File: src/rtl/wdog_pkg.sv
`timescale 1ns/1ps
package wdog_pkg;
  localparam logic [11:0] OFS_RELOAD = 12'h000;
  localparam logic [11:0] OFS_COUNT  = 12'h004;
  localparam logic [11:0] OFS_CTRL   = 12'h008;
  localparam logic [11:0] OFS_ACK    = 12'h00C;
  localparam logic [11:0] OFS_RAW    = 12'h010;
  localparam logic [11:0] OFS_MASKED = 12'h014;
  localparam logic [11:0] OFS_GUARD  = 12'hC00;

  // control bit 1 = reset generation, bit 0 = count and interrupt
  typedef struct packed {
    logic rst_en;
    logic run;
  } wd_ctrl_t;
endpackage

File: src/rtl/wdog_regs.sv
`timescale 1ns/1ps
module wdog_regs
  import wdog_pkg::*;
#(
  parameter int unsigned DATA_W = 32,
  parameter int unsigned ADDR_W = 12,
  parameter logic [DATA_W-1:0] UNLOCK_KEY = 32'h1ACCE551,
  parameter logic [DATA_W-1:0] LOAD_INIT  = '1
) (
  input  logic              clk,
  input  logic              rst,
  input  logic              bus_sel,
  input  logic              bus_wr,
  input  logic [ADDR_W-1:0] bus_addr,
  input  logic [DATA_W-1:0] bus_wdata,
  input  logic [DATA_W-1:0] cnt_i,
  input  logic              flag_i,
  output logic [DATA_W-1:0] rdata_o,
  output logic [DATA_W-1:0] reload_o,
  output wd_ctrl_t          ctrl_o,
  output logic              reload_wr_o,
  output logic [DATA_W-1:0] reload_wdata_o,
  output logic              ack_o
);
  localparam logic [ADDR_W-1:0] A_RELOAD = ADDR_W'(OFS_RELOAD);
  localparam logic [ADDR_W-1:0] A_COUNT  = ADDR_W'(OFS_COUNT);
  localparam logic [ADDR_W-1:0] A_CTRL   = ADDR_W'(OFS_CTRL);
  localparam logic [ADDR_W-1:0] A_ACK    = ADDR_W'(OFS_ACK);
  localparam logic [ADDR_W-1:0] A_RAW    = ADDR_W'(OFS_RAW);
  localparam logic [ADDR_W-1:0] A_MASKED = ADDR_W'(OFS_MASKED);
  localparam logic [ADDR_W-1:0] A_GUARD  = ADDR_W'(OFS_GUARD);
  localparam logic [DATA_W-1:0] ONE      = DATA_W'(1);

  logic [DATA_W-1:0] reload_q;
  wd_ctrl_t          ctrl_q;
  logic              locked_q;
  logic [DATA_W-1:0] rd_mux;
  logic              wr_stb, rd_stb;

  assign wr_stb = bus_sel && bus_wr;
  assign rd_stb = bus_sel && !bus_wr;

  assign reload_wr_o    = wr_stb && !locked_q && (bus_addr == A_RELOAD);
  assign reload_wdata_o = (bus_wdata == '0) ? ONE : bus_wdata;
  assign ack_o          = wr_stb && !locked_q && (bus_addr == A_ACK);
  assign reload_o       = reload_q;
  assign ctrl_o         = ctrl_q;

  always_comb begin
    rd_mux = '0;
    if (bus_addr == A_RELOAD)      rd_mux = reload_q;
    else if (bus_addr == A_COUNT)  rd_mux = cnt_i;
    else if (bus_addr == A_CTRL)   rd_mux = {{(DATA_W-2){1'b0}}, ctrl_q};
    else if (bus_addr == A_RAW)    rd_mux = {{(DATA_W-1){1'b0}}, flag_i};
    else if (bus_addr == A_MASKED) rd_mux = {{(DATA_W-1){1'b0}}, flag_i & ctrl_q.run};
    else if (bus_addr == A_GUARD)  rd_mux = {{(DATA_W-1){1'b0}}, locked_q};
  end

  always_ff @(posedge clk) begin
    if (rst) begin
      reload_q <= LOAD_INIT;
      ctrl_q   <= '0;
      locked_q <= 1'b0;
      rdata_o  <= '0;
    end else begin
      if (reload_wr_o) reload_q <= reload_wdata_o;
      if (wr_stb && !locked_q && (bus_addr == A_CTRL)) ctrl_q <= wd_ctrl_t'(bus_wdata[1:0]);
      if (wr_stb && (bus_addr == A_GUARD)) locked_q <= (bus_wdata != UNLOCK_KEY);
      if (rd_stb) rdata_o <= rd_mux;
    end
  end


  locked_reload_chk: assert property (@(posedge clk) disable iff (rst)
    (wr_stb && locked_q && bus_addr == A_RELOAD) |=> $stable(reload_q));

  locked_ctrl_chk: assert property (@(posedge clk) disable iff (rst)
    (wr_stb && locked_q && bus_addr == A_CTRL) |=> $stable(ctrl_q));

  key_open_chk: assert property (@(posedge clk) disable iff (rst)
    (wr_stb && bus_addr == A_GUARD && bus_wdata == UNLOCK_KEY) |=> !locked_q);
endmodule

File: src/rtl/wdog_count.sv
`timescale 1ns/1ps
module wdog_count #(
  parameter int unsigned DATA_W = 32,
  parameter logic [DATA_W-1:0] LOAD_INIT = '1
) (
  input  logic              clk,
  input  logic              rst,
  input  logic              run_i,
  input  logic              rst_en_i,
  input  logic [DATA_W-1:0] reload_i,
  input  logic              reload_wr_i,
  input  logic [DATA_W-1:0] reload_wdata_i,
  input  logic              ack_i,
  output logic [DATA_W-1:0] cnt_o,
  output logic              flag_o,
  output logic              rst_req_o
);
  logic [DATA_W-1:0] cnt_q;
  logic              flag_q;
  logic              rstreq_q;
  logic              at_zero;

  assign at_zero   = (cnt_q == '0);
  assign cnt_o     = cnt_q;
  assign flag_o    = flag_q;
  assign rst_req_o = rstreq_q;

  always_ff @(posedge clk) begin
    if (rst) begin
      cnt_q    <= LOAD_INIT;
      flag_q   <= 1'b0;
      rstreq_q <= 1'b0;
    end else if (reload_wr_i) begin
      cnt_q <= reload_wdata_i;
    end else if (ack_i) begin
      cnt_q  <= reload_i;
      flag_q <= 1'b0;
    end else if (run_i) begin
      if (at_zero) begin
        cnt_q <= reload_i;
        if (!flag_q)       flag_q   <= 1'b1;
        else if (rst_en_i) rstreq_q <= 1'b1;
      end else begin
        cnt_q <= cnt_q - 1'b1;
      end
    end
  end


  rst_sticky_chk: assert property (@(posedge clk) disable iff (rst)
    rstreq_q |=> rstreq_q);

  rst_cause_chk: assert property (@(posedge clk) disable iff (rst)
    (!rstreq_q ##1 rstreq_q) |-> $past(flag_q && rst_en_i && at_zero));

  flag_cause_chk: assert property (@(posedge clk) disable iff (rst)
    (!flag_q ##1 flag_q) |-> $past(at_zero && run_i));

  ack_wins_chk: assert property (@(posedge clk) disable iff (rst)
    ack_i |=> (!flag_q && $stable(rstreq_q)));

  hold_chk: assert property (@(posedge clk) disable iff (rst)
    (!run_i && !reload_wr_i && !ack_i) |=> $stable(cnt_q));
endmodule

File: src/rtl/wdog_twostage.sv
`timescale 1ns/1ps
module wdog_twostage
  import wdog_pkg::*;
#(
  parameter int unsigned DATA_W = 32,
  parameter int unsigned ADDR_W = 12,
  parameter logic [DATA_W-1:0] UNLOCK_KEY = 32'h1ACCE551,
  parameter logic [DATA_W-1:0] LOAD_INIT  = '1
) (
  input  logic              clk,
  input  logic              rst,
  input  logic              bus_sel,
  input  logic              bus_wr,
  input  logic [ADDR_W-1:0] bus_addr,
  input  logic [DATA_W-1:0] bus_wdata,
  output logic [DATA_W-1:0] bus_rdata,
  output logic              irq_o,
  output logic              rst_req_o
);
  logic [DATA_W-1:0] cnt, reload, reload_wdata;
  logic              flag, reload_wr, ack;
  wd_ctrl_t          ctrl;

  wdog_regs #(
    .DATA_W(DATA_W), .ADDR_W(ADDR_W), .UNLOCK_KEY(UNLOCK_KEY), .LOAD_INIT(LOAD_INIT)
  ) u_regs (
    .clk(clk), .rst(rst), .bus_sel(bus_sel), .bus_wr(bus_wr), .bus_addr(bus_addr),
    .bus_wdata(bus_wdata), .cnt_i(cnt), .flag_i(flag), .rdata_o(bus_rdata),
    .reload_o(reload), .ctrl_o(ctrl), .reload_wr_o(reload_wr),
    .reload_wdata_o(reload_wdata), .ack_o(ack)
  );

  wdog_count #(.DATA_W(DATA_W), .LOAD_INIT(LOAD_INIT)) u_count (
    .clk(clk), .rst(rst), .run_i(ctrl.run), .rst_en_i(ctrl.rst_en),
    .reload_i(reload), .reload_wr_i(reload_wr), .reload_wdata_i(reload_wdata),
    .ack_i(ack), .cnt_o(cnt), .flag_o(flag), .rst_req_o(rst_req_o)
  );

  assign irq_o = flag & ctrl.run;


  irq_mask_chk: assert property (@(posedge clk) disable iff (rst)
    irq_o |-> ctrl.run);
endmodule

File: config.mk
export PLATFORM = sky130hd
export DESIGN_NAME = wdog_twostage
export DESIGN_NICKNAME = d
export VERILOG_FILES = /design/src/rtl/wdog_pkg.sv /design/src/rtl/wdog_regs.sv /design/src/rtl/wdog_count.sv /design/src/rtl/wdog_twostage.sv
export SDC_FILE = /design/constraint.sdc
export NUM_CORES = 1
export LEC_CHECK = 0
export CORE_MARGIN = 5
export CORE_UTILIZATION = 30
export DETAILED_ROUTE_END_ITERATION = 8
export PLACE_DENSITY = 0.49
export SLEW_MARGIN = 30
export SYNTH_ARGS = -nofsm -noshare
export SYNTH_HDL_FRONTEND = slang
export SYNTH_HIERARCHICAL = 1
export SYNTH_SLANG_ARGS = --single-unit
export TNS_END_PERCENT = 100
File: constraint.sdc
create_clock -name clk -period 2.6 [get_ports clk]
set_input_delay 0.39 -clock clk [delete_from_list [all_inputs] [get_ports clk]]
set_output_delay 0.39 -clock clk [all_outputs]
set_load 0.01 [all_outputs]
==> summary.txt <==
Die Span Y: 153 um
Area after DPL: 7570 sq um
WL/cell: 19.2 um
Clock power share: 38.4%
Clock insertion delay at the later pin of the skew report: 0.35 ns
CP max stage cell: or4_4
Worst hold path depth: 2
WP depth: 9
Final slew viol count: 0
Detailed placement HPWL: 15,300 um
Final hold violation count: 0
Post-synth ARST share: 0%
Core area: 20,200 sq um
Via/cell ratio: 5.40
Vias in the first global route: 5,828
Register area share after synthesis: 33.0%
DRT Pass-1 Iters: 5
Fin nets: 846
Clock buffer depth: 2
HP Start: u_regs/rdata_o[1]
Max Clock Freq: 0.400 GHz
Grt ovf: 0
GPL Wtd Cong: 0.887
Initial core utilization: 30.4%
Final min period: 2.50 ns
CP max stage delay: 0.57 ns
Reg2reg start: u_count/cnt_o[0]
Crit-path cells: clkdlybuf4s50_1 -> or4_4 -> nor3_4 -> and4_4 -> inv_1 -> o31a_1 -> buf_4 -> o211ai_1 -> o211ai_1
Final setup violation count: 0
P_sw: 832 uW
Syn Area/Cell: 8.71 sq um
Outcome: finished, final reports clean
Worst-Margin Slew: 0.593 ns
Initial antenna violation count: 0
Syn Inst Count: 704
Clock skew: 0.00757 ns
CP Launch Type: input port
Post-CTS Setup Bufs: 0
Routed Antenna Nets: 0
Number of synthesized flops with an enable pin: 0
Die ar.: 23,400 sq um
Tcrit/Tclk final: 96.0%
Finished Cell Area: 7860 sq um
RSZ-0062 raised after global routing: no
CP delay by family, top: simple AND/OR/NAND/NOR gates
Mapped Nets: 754
Sequential power share: 49.2%
# rows: 52
PD cells: 414 nW/um^2
First DRT Iteration DRCs: 409
Overall Global Routing Usage: 17.3%
Hold Path End: u_regs/rdata_o[1]
Number of H-tree levels: 3
Cell taking the most area after synthesis: dfxtp_1
Filler cells: 2,071
Final wirelength: 20,600 um
Post-detailed-route DRC marker count: 0
P_leak: 0.00281 uW
Worst EP required: 2.83 ns
Hold WC Path Type: reg -> reg
Synth cell count leaders: 101 x dfxtp_1, 66 x nor2_1, 58 x clkbuf_1, 46 x nand2_1, 38 x nor2b_1
Clk sink count: 101
Peak supply drop: 0.210 mV
Final instance count without filler cells: 1,070
Pint: 2420 uW
Crit path DAT: 2.72 ns
Number of I/O port buffers: 81
Layout cells sized above 1: 24.1%
Pre-CTS setup slack: -0.358 ns
Synth Warn #: 6
Worst path buffer plus inverter count: 3
CTS Root Cell: clkbuf_16
Synthesized cell area: 6130 sq um
DR vias: 5,776
Largest cells by area after synthesis: dfxtp_1 33%, a221oi_2 7.6%, nor3_2 5.9%
MaxCap Viol Count: 0
Crit-path max FO: 15
Antenna Cells: 0
Area share of the largest cell type after synthesis: 33.0%
Top-count cell post-synth: dfxtp_1
Clock Pin Slew Worst Setup and Hold Paths: 0.07 ns
Setup TNS: 0 ns
Worst reg2reg path depth: 8
Die Span X: 153 um
Slew Limit Headroom: 60.4%
Slack of the critical path: 0.103 ns
Placed cells: 1,055
Global-route wire length before repair: 32,500 um
Synth-to-Final Area Change: 28.1%
IO Count: 82
TritonCTS buffer count: 9
Main synth FF type: dfxtp_1
Worst R2R Setup Slack: 0.24 ns
Worst r2r dst: u_count/cnt_o[3]
Switching Share: 25.6%
Critical path endpoint category: register
Gate power share: 12.4%
CTS tree: done
Post-synthesis cell type count: 71
Worst path most repeated cell: o211ai_1
Synth Register Bits: 101
Largest net degree at the start of global routing: 58
CP Class: in -> reg
cells in the final DEF, fill, tap and decap left out, drive strengths merged, types with 3 or more instances in the layout:
master,count
a211oi,3
a221oi,35
and3,3
or4,5
mux2i,7
or2,3
o211ai,12
a32oi,3
inv,9
xnor2,4
a21oi,36
o21a,3
nand2b,9
o21ai,26
xor2,12
a211o,31
nor3,51
nand3,15
clkinv,3
clkdlybuf4s50,80
buf,86
dfxtp,101
or3,8
nor2,66
a21o,3
nand2,46
o31a,3
o2bb2ai,3
nor2b,38
nand4,7
clkbuf,11
and4,4
nand3b,4
nor4,23
a31oi,12
o31ai,7
metal layers:
layer,GRT usage [%],routed length [um],up-vias
li1,-,-,2773
met4,5.26,462,0
met1,23.2,9530,2797
met5,0,0,-
met3,3.59,1080,27
met2,28.0,9490,179
kinds of logic after synthesis:
logic type | Yosys count | share of synthesized area, %
AO/OA/AOI/OAI | 192 | 26.0
XOR/XNOR | 16 | 2.29
adder cells (fa/ha/maj) | 2 | 0.408
buffers and inverters | 94 | 7.73
flip-flops | 101 | 33.0
multiplexers | 7 | 1.14
AND/OR/NAND/NOR | 292 | 29.5
worst reg2reg max path, stage by stage (launching register included):
cell and delay, ns:
dfxtp_1 0.47, inv_1 0.14, ha_1 0.21, nor4b_1 0.15, nand3_2 0.16, o31a_1 0.43
nand2_1 0.22, o32ai_1 0.36, o31ai_1 0.10
worst max-delay path by stage:
stage | start | to | slack [ns]
finish | bus_addr[4] | u_count/cnt_o[9] | 0.10
global route | bus_addr[4] | u_count/cnt_o[18] | 0.02
CTS | bus_addr[4] | u_count/cnt_o[28] | 0.01
detailed placement | bus_addr[4] | u_count/cnt_o[28] | -0.36
global placement | bus_addr[4] | u_count/cnt_o[28] | -0.30
floorplan | bus_addr[4] | u_count/cnt_o[1] | 0.03
layout make-up:
cell class	instances	area, sq um	share of cell area (%)
well taps	270	338	4.30
repair buffers	166	1540	19.6
flip-flops and latches	101	2020	25.7
multi-input cells	509	3670	46.7
clock buffers	11	233	2.96
clock inverters	4	26.3	0.334
inverters	9	33.8	0.430
timing repair:
| action | 4_1_cts | 5_1_grt |
|---|---|---|
| hold buffers | 0 | 0 |
| gates resized for setup | 0 | 7 |
| endpoints found under the setup margin | 0 | 29 |
sequential cells by signal, summed over array words and instances, names as in the netlist:
| register | cells |
|---|---|
| u_regs/rdata_o | 32 |
| u_regs/ctrl_o | 2 |
| u_count/rst_req_o | 1 |
| u_count/cnt_o | 32 |
| u_regs/locked_q | 1 |
| u_regs/reload_o | 32 |
| u_count/flag_o | 1 |
through the flow:
step	total power (uW)	hold WS [ns]	util, %
2_1_floorplan	1820	0.459	-
3_3_place_gp	2040	0.461	37.5
3_5_place_dp	2040	0.460	37.5
4_1_cts	3300	0.478	38.8
5_1_grt	3400	0.513	39.0
6_report	3260	0.479	39.0
power by group through the flow:
stage,Combinational [uW],Clock [uW],Sequential [uW]
global placement,399,0,1640
CTS,404,1300,1600
finish,403,1250,1600
floorplan,173,0,1650
detailed placement,403,0,1640
global route,432,1360,1610
No activity file was read; power rests on OpenSTA's default activity.
